**config.mk**
```make
export PLATFORM = sky130hd
export DESIGN_NAME = twin_pwm
export DESIGN_NICKNAME = d
export VERILOG_FILES = /design/src/rtl/twin_pwm_pkg.sv /design/src/rtl/twin_pwm_regs.sv /design/src/rtl/twin_pwm_tick.sv /design/src/rtl/twin_pwm_chan.sv /design/src/rtl/twin_pwm.sv
export SDC_FILE = /design/constraint.sdc
export NUM_CORES = 1
export LEC_CHECK = 0
export ABC_AREA = 1
export BUFFER_PORTS_ARGS = -buffer_cell sky130_fd_sc_hd__buf_2
export CORE_ASPECT_RATIO = 0.7
export CORE_MARGIN = 2
export CORE_UTILIZATION = 56
export DETAILED_ROUTE_END_ITERATION = 10
export GPL_ROUTABILITY_DRIVEN = 0
export PLACE_DENSITY = 0.83
export SLEW_MARGIN = 20
export SYNTH_ARGS = -nofsm -noshare
export SYNTH_HDL_FRONTEND = slang
export SYNTH_SLANG_ARGS = --single-unit
```
**constraint.sdc**
```tcl
create_clock -name clk -period 2.55 [get_ports clk]
set_input_delay 0.255 -clock clk [delete_from_list [all_inputs] [get_ports clk]]
set_output_delay 0.255 -clock clk [all_outputs]
set_load 0.02 [all_outputs]
```
**src/rtl/twin_pwm_pkg.sv**
```systemverilog
package twin_pwm_pkg;
  localparam int SEL_W  = 3;
  localparam int CNT_W  = 15;
  localparam int DUTY_W = 8;
  localparam int ADDR_W = 2;

  typedef enum logic [ADDR_W-1:0] {
    REG_CTRL   = 2'd0,
    REG_DUTY_A = 2'd1,
    REG_DUTY_B = 2'd2,
    REG_OVR    = 2'd3
  } reg_addr_e;

  typedef struct packed {
    logic [SEL_W-1:0] src_sel;
    logic             clk_out_en;
    logic             slow_a;
    logic             slow_b;
    logic             force_a;
    logic             level_a;
    logic             force_b;
    logic             level_b;
  } cfg_t;
endpackage

```
**src/rtl/twin_pwm_regs.sv**
```systemverilog
module twin_pwm_regs
  import twin_pwm_pkg::*;
#(
  parameter int DATA_W = DUTY_W
) (
  input  logic              clk,
  input  logic              rst_n,
  input  logic              wr_en,
  input  logic [ADDR_W-1:0] wr_addr,
  input  logic [DATA_W-1:0] wr_data,
  output cfg_t              cfg,
  output logic [DATA_W-1:0] duty_a,
  output logic [DATA_W-1:0] duty_b
);
  cfg_t              cfg_q, cfg_d;
  logic [DATA_W-1:0] duty_a_q, duty_a_d;
  logic [DATA_W-1:0] duty_b_q, duty_b_d;

  always_comb begin
    cfg_d    = cfg_q;
    duty_a_d = duty_a_q;
    duty_b_d = duty_b_q;
    if (wr_en) begin
      case (reg_addr_e'(wr_addr))
        REG_CTRL: begin
          cfg_d.src_sel    = wr_data[SEL_W-1:0];
          cfg_d.clk_out_en = wr_data[SEL_W];
          cfg_d.slow_a     = wr_data[SEL_W+1];
          cfg_d.slow_b     = wr_data[SEL_W+2];
        end
        REG_DUTY_A: duty_a_d = wr_data;
        REG_DUTY_B: duty_b_d = wr_data;
        REG_OVR: begin
          cfg_d.force_a = wr_data[0];
          cfg_d.level_a = wr_data[1];
          cfg_d.force_b = wr_data[2];
          cfg_d.level_b = wr_data[3];
        end
        default: ;
      endcase
    end
  end

  always_ff @(posedge clk or negedge rst_n) begin
    if (!rst_n) begin
      cfg_q    <= '0;
      duty_a_q <= '0;
      duty_b_q <= '0;
    end else begin
      cfg_q    <= cfg_d;
      duty_a_q <= duty_a_d;
      duty_b_q <= duty_b_d;
    end
  end

  assign cfg    = cfg_q;
  assign duty_a = duty_a_q;
  assign duty_b = duty_b_q;
endmodule

```
**src/rtl/twin_pwm_tick.sv**
```systemverilog
module twin_pwm_tick
#(
  parameter int SEL_W = twin_pwm_pkg::SEL_W
) (
  input  logic             clk,
  input  logic             rst_n,
  input  logic [SEL_W-1:0] src_sel,
  input  logic             ext_clk,
  output logic             tick,
  output logic             sel_clk
);
  localparam int               TAPS     = (1 << SEL_W) - 1;
  localparam logic [SEL_W-1:0] EXT_CODE = SEL_W'(TAPS);

  logic [TAPS-1:0] div_q, div_d;
  logic [1:0]      sync_q, sync_d;
  logic            prev_q, prev_d;
  logic [TAPS-1:0] tap_tick;
  logic [TAPS-1:0] tap_lvl;
  logic            ext_rise;

  // Tap g fires once every 2^(g+1) clocks, when the low g+1 divider bits are all ones.
  for (genvar g = 0; g < TAPS; g++) begin : g_tap
    assign tap_tick[g] = &div_q[g:0];
    assign tap_lvl[g]  = div_q[g];
  end

  always_comb begin
    div_d  = div_q + 1'b1;
    sync_d = {sync_q[0], ext_clk};
    prev_d = sync_q[1];
  end

  assign ext_rise = sync_q[1] & ~prev_q;

  always_comb begin
    if (src_sel == EXT_CODE) begin
      tick    = ext_rise;
      sel_clk = sync_q[1];
    end else begin
      tick    = tap_tick[src_sel];
      sel_clk = tap_lvl[src_sel];
    end
  end

  always_ff @(posedge clk or negedge rst_n) begin
    if (!rst_n) begin
      div_q  <= '0;
      sync_q <= '0;
      prev_q <= 1'b0;
    end else begin
      div_q  <= div_d;
      sync_q <= sync_d;
      prev_q <= prev_d;
    end
  end
endmodule

```
**src/rtl/twin_pwm_chan.sv**
```systemverilog
module twin_pwm_chan
#(
  parameter int CNT_W  = twin_pwm_pkg::CNT_W,
  parameter int DUTY_W = twin_pwm_pkg::DUTY_W
) (
  input  logic              clk,
  input  logic              rst_n,
  input  logic              tick,
  input  logic              slow,
  input  logic [CNT_W-1:0]  cnt_nxt,
  input  logic [DUTY_W-1:0] duty_wr,
  output logic              pwm,
  output logic              prd_start,
  output logic [DUTY_W-1:0] duty_act
);
  logic [DUTY_W-1:0] act_q, act_d;
  logic              out_q, out_d;
  logic [DUTY_W-1:0] fld;
  logic              wrap;

  // Compared field: top counter bits in slow mode, low bits in fast mode.
  always_comb begin
    fld  = slow ? cnt_nxt[CNT_W-1 -: DUTY_W] : cnt_nxt[DUTY_W-1:0];
    wrap = slow ? (cnt_nxt == '0) : (cnt_nxt[DUTY_W-1:0] == '0);
  end

  assign prd_start = tick & wrap;

  always_comb begin
    act_d = act_q;
    out_d = out_q;
    if (prd_start) begin
      act_d = duty_wr;
      out_d = |duty_wr;
    end else if (tick && (fld == act_q)) begin
      out_d = 1'b0;
    end
  end

  always_ff @(posedge clk or negedge rst_n) begin
    if (!rst_n) begin
      act_q <= '0;
      out_q <= 1'b0;
    end else begin
      act_q <= act_d;
      out_q <= out_d;
    end
  end

  assign pwm      = out_q;
  assign duty_act = act_q;
endmodule

```
**src/rtl/twin_pwm.sv**
```systemverilog
module twin_pwm
  import twin_pwm_pkg::*;
#(
  parameter int CW = CNT_W,
  parameter int DW = DUTY_W
) (
  input  logic              clk,
  input  logic              rst_n,
  input  logic              wr_en,
  input  logic [ADDR_W-1:0] wr_addr,
  input  logic [DW-1:0]     wr_data,
  input  logic              ext_clk,
  output logic              pwm_a_o,
  output logic              pwm_b_o
);
  localparam int NCH = 2;

  cfg_t          cfg;
  logic [DW-1:0] duty_a, duty_b;
  logic          tick, sel_clk;
  logic [CW-1:0] cnt_q, cnt_d;
  logic [DW-1:0] duty_wr  [NCH];
  logic [DW-1:0] duty_act [NCH];
  logic [NCH-1:0] slow, pwm, start;
  logic [NCH-1:0] pin_q, pin_d;

  twin_pwm_regs #(.DATA_W(DW)) u_regs (
    .clk(clk), .rst_n(rst_n), .wr_en(wr_en), .wr_addr(wr_addr),
    .wr_data(wr_data), .cfg(cfg), .duty_a(duty_a), .duty_b(duty_b)
  );

  twin_pwm_tick #(.SEL_W(SEL_W)) u_tick (
    .clk(clk), .rst_n(rst_n), .src_sel(cfg.src_sel), .ext_clk(ext_clk),
    .tick(tick), .sel_clk(sel_clk)
  );

  always_comb cnt_d = tick ? cnt_q + 1'b1 : cnt_q;

  always_ff @(posedge clk or negedge rst_n) begin
    if (!rst_n) cnt_q <= '0;
    else        cnt_q <= cnt_d;
  end

  assign slow       = {cfg.slow_b, cfg.slow_a};
  assign duty_wr[0] = duty_a;
  assign duty_wr[1] = duty_b;

  for (genvar c = 0; c < NCH; c++) begin : g_chan
    twin_pwm_chan #(.CNT_W(CW), .DUTY_W(DW)) u_chan (
      .clk(clk), .rst_n(rst_n), .tick(tick), .slow(slow[c]),
      .cnt_nxt(cnt_d), .duty_wr(duty_wr[c]), .pwm(pwm[c]),
      .prd_start(start[c]), .duty_act(duty_act[c])
    );
  end

  // Force beats clock output, which beats the waveform.
  always_comb begin
    pin_d[0] = cfg.force_a ? cfg.level_a : (cfg.clk_out_en ? sel_clk : pwm[0]);
    pin_d[1] = cfg.force_b ? cfg.level_b : pwm[1];
  end

  always_ff @(posedge clk or negedge rst_n) begin
    if (!rst_n) pin_q <= '0;
    else        pin_q <= pin_d;
  end

  assign pwm_a_o = pin_q[0];
  assign pwm_b_o = pin_q[1];
endmodule

```
[Word-level counts from Yosys, hierarchy flattened]
Cells that the tools add are included.
Widths: inputs -> output; s select.
Cells by class
  reduce and logical (&&, ||, !) cells: 19
  mux-type cells: 18
  $lt $le $gt $ge: 1
  equality and inequality tests: 6
  $add $sub $neg: 2
  bitwise logic cells: 4
Operators with widths (count)
  $eq 8x8->1: 2
  $mux 8: 2
  $reduce_or 8->1: 2
  $add 15x1->15 const B: 1
  $logic_not 15->1: 1
  $mux 15: 1
  $mux 1: 13
  $reduce_and 2->1: 5
  $logic_not 8->1: 1
  $add 7x1->7 const B: 1
  $reduce_and 7->1: 1
  $bmux 1 s3: 2
  $reduce_and 6->1: 1
  $reduce_and 5->1: 1
  $eq 2x2->1 const B: 2
  $lt 3x4->1 const B: 1
  $reduce_and 4->1: 1
  $reduce_bool 2->1: 2
  $and 1x1->1: 3
  $eq 3x3->1 const B: 1
  $reduce_and 3->1: 1
  $eq 2x1->1 const B: 1
  $logic_and 1x1->1: 2
  $logic_not 2->1: 1
  $not 1->1: 1
Word-level totals
  register bits: 71
  word-level logic and storage cells: 69
  output and inout port bits: 2
  bits of input ports: 14

[Logic depth before layout (Yosys ltp)]
Gate-level depths: netlist of the first run.
  depth in word-level cells: 10
  gate-level depth with buffers: 23
  mapped depth without buffers: 22

[Hierarchy]
A second synthesis of the first run with hierarchy kept.
Second synthesis, totals
  cell total of the unflattened synthesis: 513
  area, all modules: 3890.0 µm²
Modules (own cells, without submodules)
  twin_pwm_chan: area each 694.4 µm², seq. area each 225.2 µm², cells each 115, times used 2
  twin_pwm_regs: area each 1091.0 µm², seq. area each 650.6 µm², cells each 118, times used 1
  twin_pwm: area each 878.3 µm², seq. area each 425.4 µm², cells each 101, times used 1
  twin_pwm_tick: area each 531.8 µm², seq. area each 250.2 µm², cells each 64, times used 1

[Worst setup path before layout of the first run]
OpenSTA, ideal clock, no wires.
  path kind: register to register
  start point: register u_tick.div_q[0]
  end point: register g_chan[0].u_chan.act_q[6]
  setup time: 0.117 ns
  slack: 0.180 ns
  arrival time: 2.253 ns
  cell stages (with the launch flop): 19
  clock period less this slack: 2.370 ns
  buffers on the path: 2
  data required time: 2.433 ns
  cells stage by stage: dfrtp_1 -> ha_1 -> nand3_2 -> inv_1 -> ha_1 -> nor2_1 -> nor2_1 -> nand2_1 -> nand2_1 -> nand2_2 -> nand2_2 -> buf_4 -> nand2_1 -> nand4_4 -> nor2_8 -> nand2_4 -> buf_6 -> nand2_2 -> o21ai_2
On the way
  longest elaborated chain between the ends: 8
  elaborated cells between the ends (all ways): 14
  those cells by class: mux (5); bitwise (1); reduce/logical (8)
RTL lines
  from (decl): RTL line twin_pwm_tick.sv:15  | logic [TAPS-1:0] div_q, div_d;
  from (signal assigned): RTL line twin_pwm_tick.sv:52  | div_q <= div_d;
  $reduce_and 7->1, or another cell as far along: RTL line twin_pwm_tick.sv:24  | assign tap_tick[g] = &div_q[g:0];
  $bmux 1 s3 (*): RTL line twin_pwm_tick.sv:41  | tick = tap_tick[src_sel];
  $mux 1 (implied by the code) (*): RTL line twin_pwm_tick.sv:41
  $mux 1 (*): RTL line twin_pwm_tick.sv:37  | if (src_sel == EXT_CODE) begin
  $mux 15: RTL line twin_pwm.sv:37  | always_comb cnt_d = tick ? cnt_q + 1'b1 : cnt_q;
  $logic_not 15->1 / $logic_not 8->1 (equally long branches): RTL line twin_pwm_chan.sv:24  | wrap = slow ? (cnt_nxt == '0) : (cnt_nxt[DUTY_W-1:0] == '0);
  $mux 1: RTL line twin_pwm_chan.sv:24
  $and 1x1->1 (*): RTL line twin_pwm_chan.sv:27  | assign prd_start = tick & wrap;
  to (signal assigned): RTL line twin_pwm_chan.sv:45  | act_q <= act_d;
  to (decl): RTL line twin_pwm_chan.sv:16  | logic [DUTY_W-1:0] act_q, act_d;
Every way passes the cells marked *; elsewhere a longest branch is shown, timed or not. The select of a mux whose other input is x is not followed.
A chain may end at the register's enable or synchronous reset.

[Worst setup path after layout of the first run]
  start point: register u_tick.div_q[1]
  end point: register g_chan[0].u_chan.out_q
On the way
  longest elaborated chain between the ends: 9
  elaborated cells between the ends (all ways): 19
  those cells by class: eq/ne (1); mux (7); bitwise (1); reduce/logical (10)
RTL lines
  $reduce_and 7->1, or another cell as far along: RTL line twin_pwm_tick.sv:24
  $bmux 1 s3 (*): RTL line twin_pwm_tick.sv:41
  $mux 1 (implied by the code) (*): RTL line twin_pwm_tick.sv:41
  $mux 1 (*): RTL line twin_pwm_tick.sv:37
  $mux 15 (*): RTL line twin_pwm.sv:37
  net cnt_d[14]: RTL line twin_pwm.sv:21  | logic [CW-1:0] cnt_q, cnt_d;
  $logic_not 15->1 / $mux 8 (equally long branches): RTL line twin_pwm_chan.sv:24, twin_pwm_chan.sv:23
  $mux 1 / $eq 8x8->1 (equally long branches): RTL line twin_pwm_chan.sv:24, twin_pwm_chan.sv:35
  $and 1x1->1 / $logic_and 1x1->1 (equally long branches): RTL line twin_pwm_chan.sv:27, twin_pwm_chan.sv:35
  $mux 1 / $reduce_bool 2->1 (equally long branches)
  to (signal assigned): RTL line twin_pwm_chan.sv:46  | out_q <= out_d;
  to (decl): RTL line twin_pwm_chan.sv:17  | logic out_q, out_d;
Mark *: on every way through the listed nets, which the timed path passes. The rest lies on a longest branch. The select of a mux whose other input is x is not followed.

==> results of run 1 <==
==> synth_stat cells <==
cell type	number	area [um^2]
nand3_2	5	50.1
xnor2_1	1	8.76
clkinv_1	1	3.75
nor2_1	28	105
nor3_2	2	20.0
nand2_4	2	22.5
o32ai_1	1	8.76
inv_1	71	267
a21oi_2	1	8.76
nor3_1	5	25.0
a21o_1	2	15.0
xor2_1	10	87.6
nand4_1	8	50.1
o311ai_0	1	8.76
o21bai_1	1	7.51
nand3b_1	4	30.0
buf_6	7	78.8
buf_4	2	15.0
nand3_1	87	435
o21ai_2	8	70.1
inv_4	1	6.26
dfrtp_1	71	1780
nand2_1	150	563
o21ai_1	3	15.0
or2_1	1	6.26
o21a_1	1	7.51
o21ai_0	32	160
and2_1	1	6.26
nand2_2	13	81.3
nor4_1	1	6.26
nand4_4	1	21.3
clkbuf_1	6	22.5
nor2_8	1	20.0
a21oi_1	6	30.0
ha_1	4	50.1
==> repair_timing <==
item                       in CTS  in global routing
gates resized for setup         9                 96
setup buffers                   6                  6
hold endpoints to repair       71                  0
pin swaps                       4                 38
hold buffers                    1                  0
setup endpoints to repair       8                 18
cloned                          1                  1
==> metal layers <==
| metal | routed length (um) | vias to the layer above |
|---|---|---|
| li1 | - | 1854 |
| met1 | 4800 | 1917 |
| met2 | 5590 | 281 |
| met3 | 1210 | 55 |
| met4 | 400 | 0 |
| met5 | 0 | - |
==> sequential cells by signal (all words and copies together) (netlist names) <==
register and count:
u_regs.duty_b 8, u_tick.sync_q 2, pin_q 2, u_tick.div_q 7, u_tick.prev_q 1, g_chan.u_chan.pwm 2, cnt_q 15, u_regs.duty_a 8
g_chan.u_chan.duty_act 16, u_regs.cfg 10
==> power by group <==
part | internal, mW | total [mW] | switching, mW | leakage (nW)
logic | 0.874 | 2.32 | 1.44 | 1.70
registers | 1.40 | 1.68 | 0.288 | 0.889
clock network | 0.463 | 0.925 | 0.462 | 0.102
==> cell type report <==
| cell class | instances | area share, % |
|---|---|---|
| Inverter | 73 | 5.37 |
| Multi-Input combinational cell | 381 | 44.3 |
| Timing Repair Buffer | 57 | 9.47 |
| Clock inverter | 7 | 1.55 |
| Clock buffer | 9 | 2.40 |
| Sequential cell | 71 | 34.5 |
| Tap cell | 98 | 2.38 |
==> stage by stage <==
step,utilization [%],hold slack [ps],setup slack (ps),cells,setup TNS (ps)
global placement,61.1,323,31.2,665,0
floorplan,-,-40.6,180,539,0
finish,71.7,11.6,-106,696,-781
global route,71.7,7.48,-182,696,-1890
CTS,65.2,10.8,1.20,689,0
detailed placement,61.1,334,-76.0,665,-248
==> placed cells by master (no fill, tap or decap), types with 6 or more instances in the layout <==
master / count
nand2_1: 129
dfrtp_1: 70
inv_1: 69
nand3_1: 62
o21ai_0: 31
buf_4: 26
nand3_2: 25
nor2_1: 21
nand2_2: 21
nand2_4: 15
buf_2: 15
xor2_1: 10
buf_6: 10
o21ai_2: 9
clkbuf_8: 9
nand4_1: 8
nor2_2: 6
==> worst max path at each step <==
stage,start,end,slack [ps],cells after the start
4_1_cts,u_tick.div_q[0],g_chan[0].u_chan.pwm,1,19
3_5_place_dp,u_tick.div_q[1],g_chan[0].u_chan.pwm,-80,19
5_1_grt,u_tick.div_q[1],g_chan[0].u_chan.pwm,-180,20
3_3_place_gp,u_tick.div_q[0],g_chan[0].u_chan.duty_act[3],30,19
6_report,u_tick.div_q[1],g_chan[0].u_chan.pwm,-110,19
2_1_floorplan,u_tick.div_q[0],g_chan[0].u_chan.duty_act[6],180,18
==> cell families (layout without fill, tap and decap cells) <==
family / Yosys count / in the layout / share of synthesized area (%)
and+or+nand+nor: 309 / 310 / 35.3
buffers and inverters: 88 / 146 / 9.61
DFF: 71 / 71 / 43.4
AOI/OAI and AO/OA: 56 / 56 / 8.11
xor gates and xnor gates: 11 / 11 / 2.36
adders and majority gates: 4 / 4 / 1.22
==> impl_results.md, run 1 <==
* Status: finished with violations
* Failing checks: negative setup slack
* TritonCTS Buffers at 9
* Multi-input logic area at about 0.0023 mm^2
* Worst reg2reg path startpoint: u_tick.div_q[1]
* Synthesized area at 0.00409 mm^2
* Worst Skew at approximately 9 ps
* Hold Startpoint: ext_clk
* Tcrit/Tclk final at 104%
* Final setup viols at 12
* FF-to-FF path depth at 19
* Vias in the first global route at 3,679
* Number of synthesized register bits at 71
* Clock buffer depth at 2
* Initial antenna violation count at 0
* Met3 GRT Util at 6.42%
* Critical-path top delay cell: dfrtp_1
* Leakage at around 2.7 nW
* Detail Route Antenna Nets at 0
* Met1 layer usage reported by global route at about 39%
* Max Slew Vio Count at 0
* Max FO, Critical Path at 8
* Rel. slew slack at a little under three fifths
* Synthesis-to-layout area growth at 26.0%
* DRT iter0 DRCs at between 400 and 500
* Sequential element share of the synthesized area at 43.4%
* Worst setup EP type: register
* Max IR drop VDD at 0.000515 V
* Max Cap Viol at 0
* WL per Instance at 17.2 um
* Reg-to-reg slack, setup at -110 ps
* Worst-Skew Late Latency at between 300 and 400 ps
* Gr usage total at 28.9%
* Post-Syn Area per Cell at between 7 and 8 um^2
* Hold worst-path end: u_tick.sync_q[0]
* Via count at between 4,000 and 5,000
* Final worst setup slack at -106 ps
* Die Ht at 75.5 um
* Layout cells sized above 1 at 28.1%
* Power Dens Cells at 955 mW/mm^2
* GRT busiest layer: met2
* Largest net degree at the start of global routing at 39
* Critical path buffer and inverter count at 2
* Syn Inst Count at ~540
* Yosys warns at 0
* Via-per-instance ratio at just under 6
* Ports at 16
* FILL cells at 507
* Synth cell types at 35
* Root buf cell: clkbuf_8
* Cells along the critical path: ha_4 > ha_1 > a21oi_2 > nand2_1 > nand2_1 > nand2_2 > nand2_4 > nand2_8 > buf_8 > nand2_2 > nand2_2 > nor2_2 > nand3_2 > nand2_2 > nand2_4 > inv_2 > nor2_1 > nand2_1 > nand2_1
* # port buffers at 15
* Startpoint types: register
* GRT overflow at 0
* TritonCTS clock tree: yes
* Worst hold path depth at 1
* Die area at 0.00801 mm^2
* Clock transition at path regs at 80 ps
* First-pass GRT wire length at 17.9 mm
* Dpl cell area at 0.00439 mm^2
* CORE AREA at 0.00719 mm^2
* DIE WIDTH at 106 um
* Synthesized Nets at 557
* Dpl hpwl at 7.59 mm
* Crit-path max cell delay at 420 ps
* Worst hold path class: in -> reg
* Nets at 611
* FP Rows at 26
* Final hold violation count at 0
* Critical Path RT at 2780 ps
* Worst-Margin Slew at roughly 640 ps
* Htree depth at 3
* Total Wirelength at 12.0 mm
* RSZ-0062 raised after global routing: yes
* Fmax at 376 MHz
* Initial Util at 56.9%
* Reg area at 0.00178 mm^2
* Top cell family by delay on the critical path: simple AND/OR/NAND/NOR gates
* Post-route minimum period at roughly 2700 ps
* Clk sinks at 71
* Pwr Total at around 4.9 mW
* Reg-to-Reg End: g_chan[0].u_chan.pwm
* M2 GR Usage at 47.8%
* Arrival time at the worst endpoint at 2890 ps
* CP Class: reg -> reg
* DR DRC count at 0
* Final instance area at 0.00515 mm^2
* Pre-antenna DRT Iters at 6
* # diodes at 0
No activity file was read; power rests on OpenSTA's default activity.
==> inputs of run 2 (changes only) <==
Settings changed: ABC_AREA 1 to 0.
==> run 2 against run 1 <==
Count of clock-buffer cells in the layout is 1 higher. Sequential share of layout area down 2.5 points. The flow finishes with violations (negative hold slack, negative setup slack). Maximum frequency fell by 18%. Largest power group unchanged. Global-route usage is 5.0 points higher.
==> impl_results.md, run 2 <==
* Failing checks: negative hold slack, negative setup slack
* Final worst setup slack at -682 ps
* Critical Path RT at 2800 ps
* Startpoint types: register
* Largest family of logic cells by synthesized area: compound AO/OA/AOI/OAI gates
* Via-per-instance ratio at 6.58
* Max Cap Viol at 0
* Max FO, Critical Path at 8
* CP Class: reg -> reg
* Clock transition at path regs at 90 ps
* Sequential element share of the synthesized area at 42.3%
* Count leader, synth: dfrtp_1
* Power Dens Cells at 821 mW/mm^2
* Synth Area in Simple Gates at 15.3%
* Reg-to-Reg End: g_chan[0].u_chan.duty_act[4]
* Dpl hpwl at 9.08 mm
* Die area at roughly 0.0082 mm^2
* Max IR drop VDD at 0.000771 V
* Worst Skew at roughly 9.6 ps
* TritonCTS Buffers at 9
* # port buffers at 15
* Post-synth top area cell: dfrtp_1
* Post-synthesis compound-gate area fraction at 15.7%
* Main area contributors after synthesis: dfrtp_1 42%, mux2_2 8.6%, xor2_1 4.4%, xnor2_1 3.3%, nand3_1 3.1%
* Pre-antenna DRT Iters at 5
* Total Wirelength at roughly 13 mm
* Status: finished with violations
* Synthesis-to-layout area growth at 31.9%
* First-pass GRT wire length at 21.1 mm
* Vias in the first global route at slightly below 4,000
* Final setup viols at 19
* Worst-Margin Slew at 867 ps
* Synth cell types at 71
* Synthesized area at 0.00420 mm^2
* Arrival time at the worst endpoint at 3480 ps
* Largest net degree at the start of global routing at 38
* DIE WIDTH at 108 um
* DR DRC count at 0
* Post-route minimum period at 3230 ps
* Worst setup EP type: register
* Worst-Skew Late Latency at 370 ps
* FF-to-FF path depth at 12
* FP Rows at 26
* Post-synth top area share at 42.3%
* Worst reg2reg path startpoint: u_tick.div_q[0]
* Multiplexer share of the synthesized area at 13.1%
* GRT overflow at 0
* Max FFs per register at 16
* Leakage at 2.49 nW
* Final hold violation count at 5
* Detail Route Antenna Nets at 0
* Root buf cell: clkbuf_8
* Rel. slew slack at 42.2%
* Max Slew Vio Count at 0
* Nets at between 500 and 600
* Min Hold Slack at -7.62 ps
* Fmax at 309 MHz
* EDFF count, synth at 0
* Gr usage total at 33.9%
* Synth top cells by count: 71 x dfrtp_1, 32 x mux2_2, 26 x nand3_1, 21 x xor2_1, 17 x nand2_1
* Syn Inst Count at 383
* Worst hold path class: in -> async
* WL per Instance at 22.6 um
* Clock buffer depth at 2
* Die Ht at 76.5 um
* Yosys warns at 0
* DRT iter0 DRCs at 488
* Clk sinks at 71
* Layout cells sized above 1 at 44.8%
* Main synth FF type: dfrtp_1
* Commonest non-fill, non-tap cells in the layout: 94 x buf_4, 71 x dfrtp_1, 31 x mux2_2
* Most common cell after layout, fill and taps aside: buf_4
* Post-Synth XOR/XNOR Area at 9.17%
* Post-Syn Area per Cell at about 11 um^2
* Ports at 16
* Area share of fa/ha/maj cells after synthesis at 1.19%
* Initial Util at 57.7%
* # diodes at 0
* Reg-to-reg slack, setup at -680 ps
* RSZ-0062 raised after global routing: yes
* Initial antenna violation count at 0
* TritonCTS clock tree: yes
* CORE AREA at 0.00729 mm^2
* Number of synthesized register bits at 71
* Setup TNS at -11,560 ps
* Htree depth at 3
* Synthesized Nets at ~400
* Via count at 3,902
* Tcrit/Tclk final at 127%
* Ys async rst share at 100%
* Pwr Total at 4.55 mW
## run 2: kinds of logic (layout without fill, tap and decap cells)
family                     after synthesis  in the layout
and+or+nand+nor                        112            112
buffers and inverters                   34            146
muxes                                   44             44
AOI/OAI and AO/OA                       78             78
adders and majority gates                4              4
DFF                                     71             71
xor gates and xnor gates                40             40
## run 2: cell type report
cell class,count,area [um^2]
clock buffer,10,138
clock inverter,6,73.8
fill,431,1740
inverter,14,52.6
multi-input combinational,278,2510
sequential,71,1780
tap,98,123
timing repair buffer,116,867
## run 2: metal layers
metal	GRT usage (%)	routed length [um]
met5	0	0
met4	16.5	599
met3	9.75	1330
met2	50.3	6130
met1	45.7	5320
## run 2: how the worst max path moves through the flow
stage                          startpoint                            to  slack (ps)  cells past startpoint
after floorplan           u_tick.div_q[0]  g_chan[0].u_chan.duty_act[0]        -650                     12
after global placement    u_tick.div_q[0]          g_chan[1].u_chan.pwm        -650                     13
after detailed placement  u_tick.div_q[0]          g_chan[1].u_chan.pwm        -780                     13
after CTS                 u_tick.div_q[0]  g_chan[0].u_chan.duty_act[6]        -600                     13
after global routing      u_tick.div_q[1]          g_chan[1].u_chan.pwm        -830                     13
final                     u_tick.div_q[0]  g_chan[0].u_chan.duty_act[4]        -680                     12
## run 2: timing repair
action                     CTS  global route
hold buffers                 1             0
hold endpoints to repair     1             0
resized for setup           30            13
buffers inserted             9             3
pin swaps                   20             9
setup endpoints to repair   18            21
## run 2: power by group
group | total, mW | internal [mW] | switching, mW
sequential | 1.70 | 1.40 | 0.298
clock | 0.979 | 0.492 | 0.487
combinational | 1.87 | 0.936 | 0.937
total | 4.55 | 2.83 | 1.72
## run 2: per-stage QoR
stage          area [um^2]  setup slack, ps  hold slack [ps]  util (%)  cells
2_1_floorplan         4230             -646            -40.6         -    383
3_3_place_gp          5030             -649              348      69.0    566
3_5_place_dp          5030             -781              347      69.0    566
4_1_cts               5460             -603             11.0      74.9    591
5_1_grt               5550             -827             76.8      76.1    593
6_report              5550             -682            -7.62      76.1    593
## run 2: critical path: stages (launching register included)
cell and delay [ps]:
dfrtp_1 430, ha_4 180, ha_2 160, mux2_4 280
a211o_1 330, o211ai_4 140, buf_6 180, nand2_2 100
a31oi_1 260, nor3_2 130, o41ai_4 400, nand2_4 180
mux2_4 330
==> inputs of run 3 (changes only) <==
Settings changed: ABC_AREA 0 to 1, REMOVE_ABC_BUFFERS set to 1.
==> run 3 against run 2 <==
The run ends with negative setup slack left. Register-to-register slack better by 480 ps. Core utilization down 3.1 points. First-iteration DRC count down 13%. Final cell count up 18%. Sequential power about the same. Final area down 5.3%. Critical path depth up 7. Worst hold slack better by 180 ps. Clock power down 5.5%.
==> impl_results.md, run 3 (synthesized netlist as in run 1, its figures left out) <==
* Status: finished with violations
* Failing checks: negative setup slack
* CORE AREA at around 0.007 mm^2
* Final Util at between 70% and 80%
* Power Dens Cells at ~950 mW/mm^2
* Sw frac at 45.5%
* Worst setup EP type: register
* GRT busiest layer: met2
* Initial antenna violation count at 0
* Worst Skew at 12.9 ps
* FP Rows at 26
* Critical path origin: u_tick.div_q[0]
* Vias in the first global route at ~3,800
* Most common cell after layout, fill and taps aside: nand2_1
* Worst hold path class: in -> reg
* Largest net degree at the start of global routing at 28
* Tcrit/Tclk final at 108%
* WL per Instance at roughly 18 um
* Max FO, Critical Path at 7
* Final worst setup slack at -203 ps
* First-pass GRT wire length at 18.0 mm
* Gr usage total at 29.2%
* Max FFs per register at 16
* FF-to-FF path depth at 19
* Via-per-instance ratio at 5.88
* M2 GR Usage at 48.0%
* Sw power at 2.27 mW
* Fmax at 363 MHz
* Root buf cell: clkbuf_8
* DIE WIDTH at 106 um
* RSZ-0062 raised after global routing: yes
* Layout cells sized above 1 at between 20% and 30%
* Rel. slew slack at 51.3%
* Max IR drop VDD at 0.000490 V
* Int Pwr at between 2 and 3 mW
* Hold Startpoint: wr_data[6]
* Critical Path RT at 2850 ps
* Comb power frac at 46.9%
* Die Ht at 75.5 um
* Clk sinks at 71
* Ports at 16
* # diodes at 0
* Met1 layer usage reported by global route at 38.2%
* Worst hold path depth at 3
* Final instance area at roughly 0.0053 mm^2
* DR DRC count at 0
* Die area at about 0.0080 mm^2
* Worst-Margin Slew at 730 ps
* Reg-to-Reg End: g_chan[0].u_chan.duty_act[1]
* Worst reg2reg path startpoint: u_tick.div_q[0]
* Commonest non-fill, non-tap cells in the layout: 124 x nand2_1, 76 x nand3_1, 71 x dfrtp_1
* Arrival time at the worst endpoint at roughly 3100 ps
* Clock buffer depth at 2
* Seq pwr share at 34.6%
* Htree depth at 3
* Final hold violation count at 0
* Post-route minimum period at 2750 ps
* Detail Route Antenna Nets at 0
* Place WS at -70.9 ps
* Max Cap Viol at 0
* TritonCTS Buffers at 9
* Pre-antenna DRT Iters at 6
* Final setup viols at 18
* Max Slew Vio Count at 0
* Setup TNS at -2940 ps
* Met3 GRT Util at 7.10%
* Hold worst-path end: u_regs.duty_a[6]
* Total Wirelength at 12.6 mm
* DRT iter0 DRCs at 425
* Worst-Skew Late Latency at 370 ps
* CP Class: reg -> reg
* TritonCTS clock tree: yes
* Dpl cell area at 0.00433 mm^2
* Reg-to-reg slack, setup at -200 ps
* Dpl hpwl at 7.27 mm
* Startpoint types: register
* Nets at 617
* Clock transition at path regs at 100 ps
* Leakage at 2.71 nW
* Synthesis-to-layout area growth at 28.4%
* Initial Util at 56.9%
* Part of the power in the clock network at between 10% and 20%
* GRT overflow at 0
* # port buffers at 15
* Via count at 4,128
## run 3: how the worst max path moves through the flow
stage / end / depth (start not counted)
after floorplan: g_chan[0].u_chan.pwm / 20
after global placement: g_chan[0].u_chan.duty_act[4] / 18
after detailed placement: g_chan[1].u_chan.pwm / 20
after CTS: g_chan[1].u_chan.pwm / 19
after global routing: g_chan[1].u_chan.pwm / 19
final: g_chan[0].u_chan.duty_act[1] / 19
## run 3: power groups by stage
| stage | Clock, mW | Combinational (mW) | Sequential (mW) |
|---|---|---|---|
| 6_report | 0.925 | 2.34 | 1.73 |
| 2_1_floorplan | 0 | 1.21 | 1.61 |
| 5_1_grt | 0.974 | 2.53 | 1.76 |
| 4_1_cts | 0.921 | 1.87 | 1.67 |
| 3_5_place_dp | 0 | 1.66 | 1.69 |
| 3_3_place_gp | 0 | 1.62 | 1.67 |
## run 3: layout make-up
type | count | area [um^2]
Clock buffer | 9 | 124
Clock inverter | 7 | 73.8
Fill cell | 491 | 1940
Inverter | 73 | 279
Multi-Input combinational cell | 382 | 2320
Sequential cell | 71 | 1780
Tap cell | 98 | 123
Timing Repair Buffer | 62 | 557
## run 3: what timing repair did
action | 4_1_cts | 5_1_grt
gates cloned | 3 | 1
pin swaps | 11 | 33
endpoints found under the setup margin | 8 | 18
hold buffers | 2 | 0
resized for setup | 19 | 84
setup buffers | 9 | 15
endpoints found under the hold margin | 26 | 0
## run 3: critical path, cell delays in order (launching register included)
cell	delay, ps
dfrtp_1	410
ha_4	180
buf_6	90
buf_4	90
nand4_1	90
nand2_1	140
nand2_1	90
nand2_2	90
nand2_4	100
nand2_4	130
buf_8	130
nand2_1	100
nand2_1	100
inv_1	80
nor2_2	150
nand3_4	180
nand2_8	140
nand2_8	90
buf_4	140
o21ai_2	120
## run 3: layer usage
layer / vias up / wire [um] / share of wire [%]
met1: 1947 / 5030 / 40
met2: 262 / 5970 / 47
met5: - / 0 / 0
li1: 1858 / - / -
met3: 61 / 1120 / 8.9
met4: 0 / 464 / 3.7
## run 3: metrics by stage
step / power (mW) / instances / hold WS (ps)
after floorplan: 2.82 / 524 / -40.6
after detailed placement: 3.35 / 656 / 287
final: 5.00 / 702 / 174
after CTS: 4.46 / 686 / 170
after global routing: 5.27 / 702 / 178
after global placement: 3.29 / 656 / 282
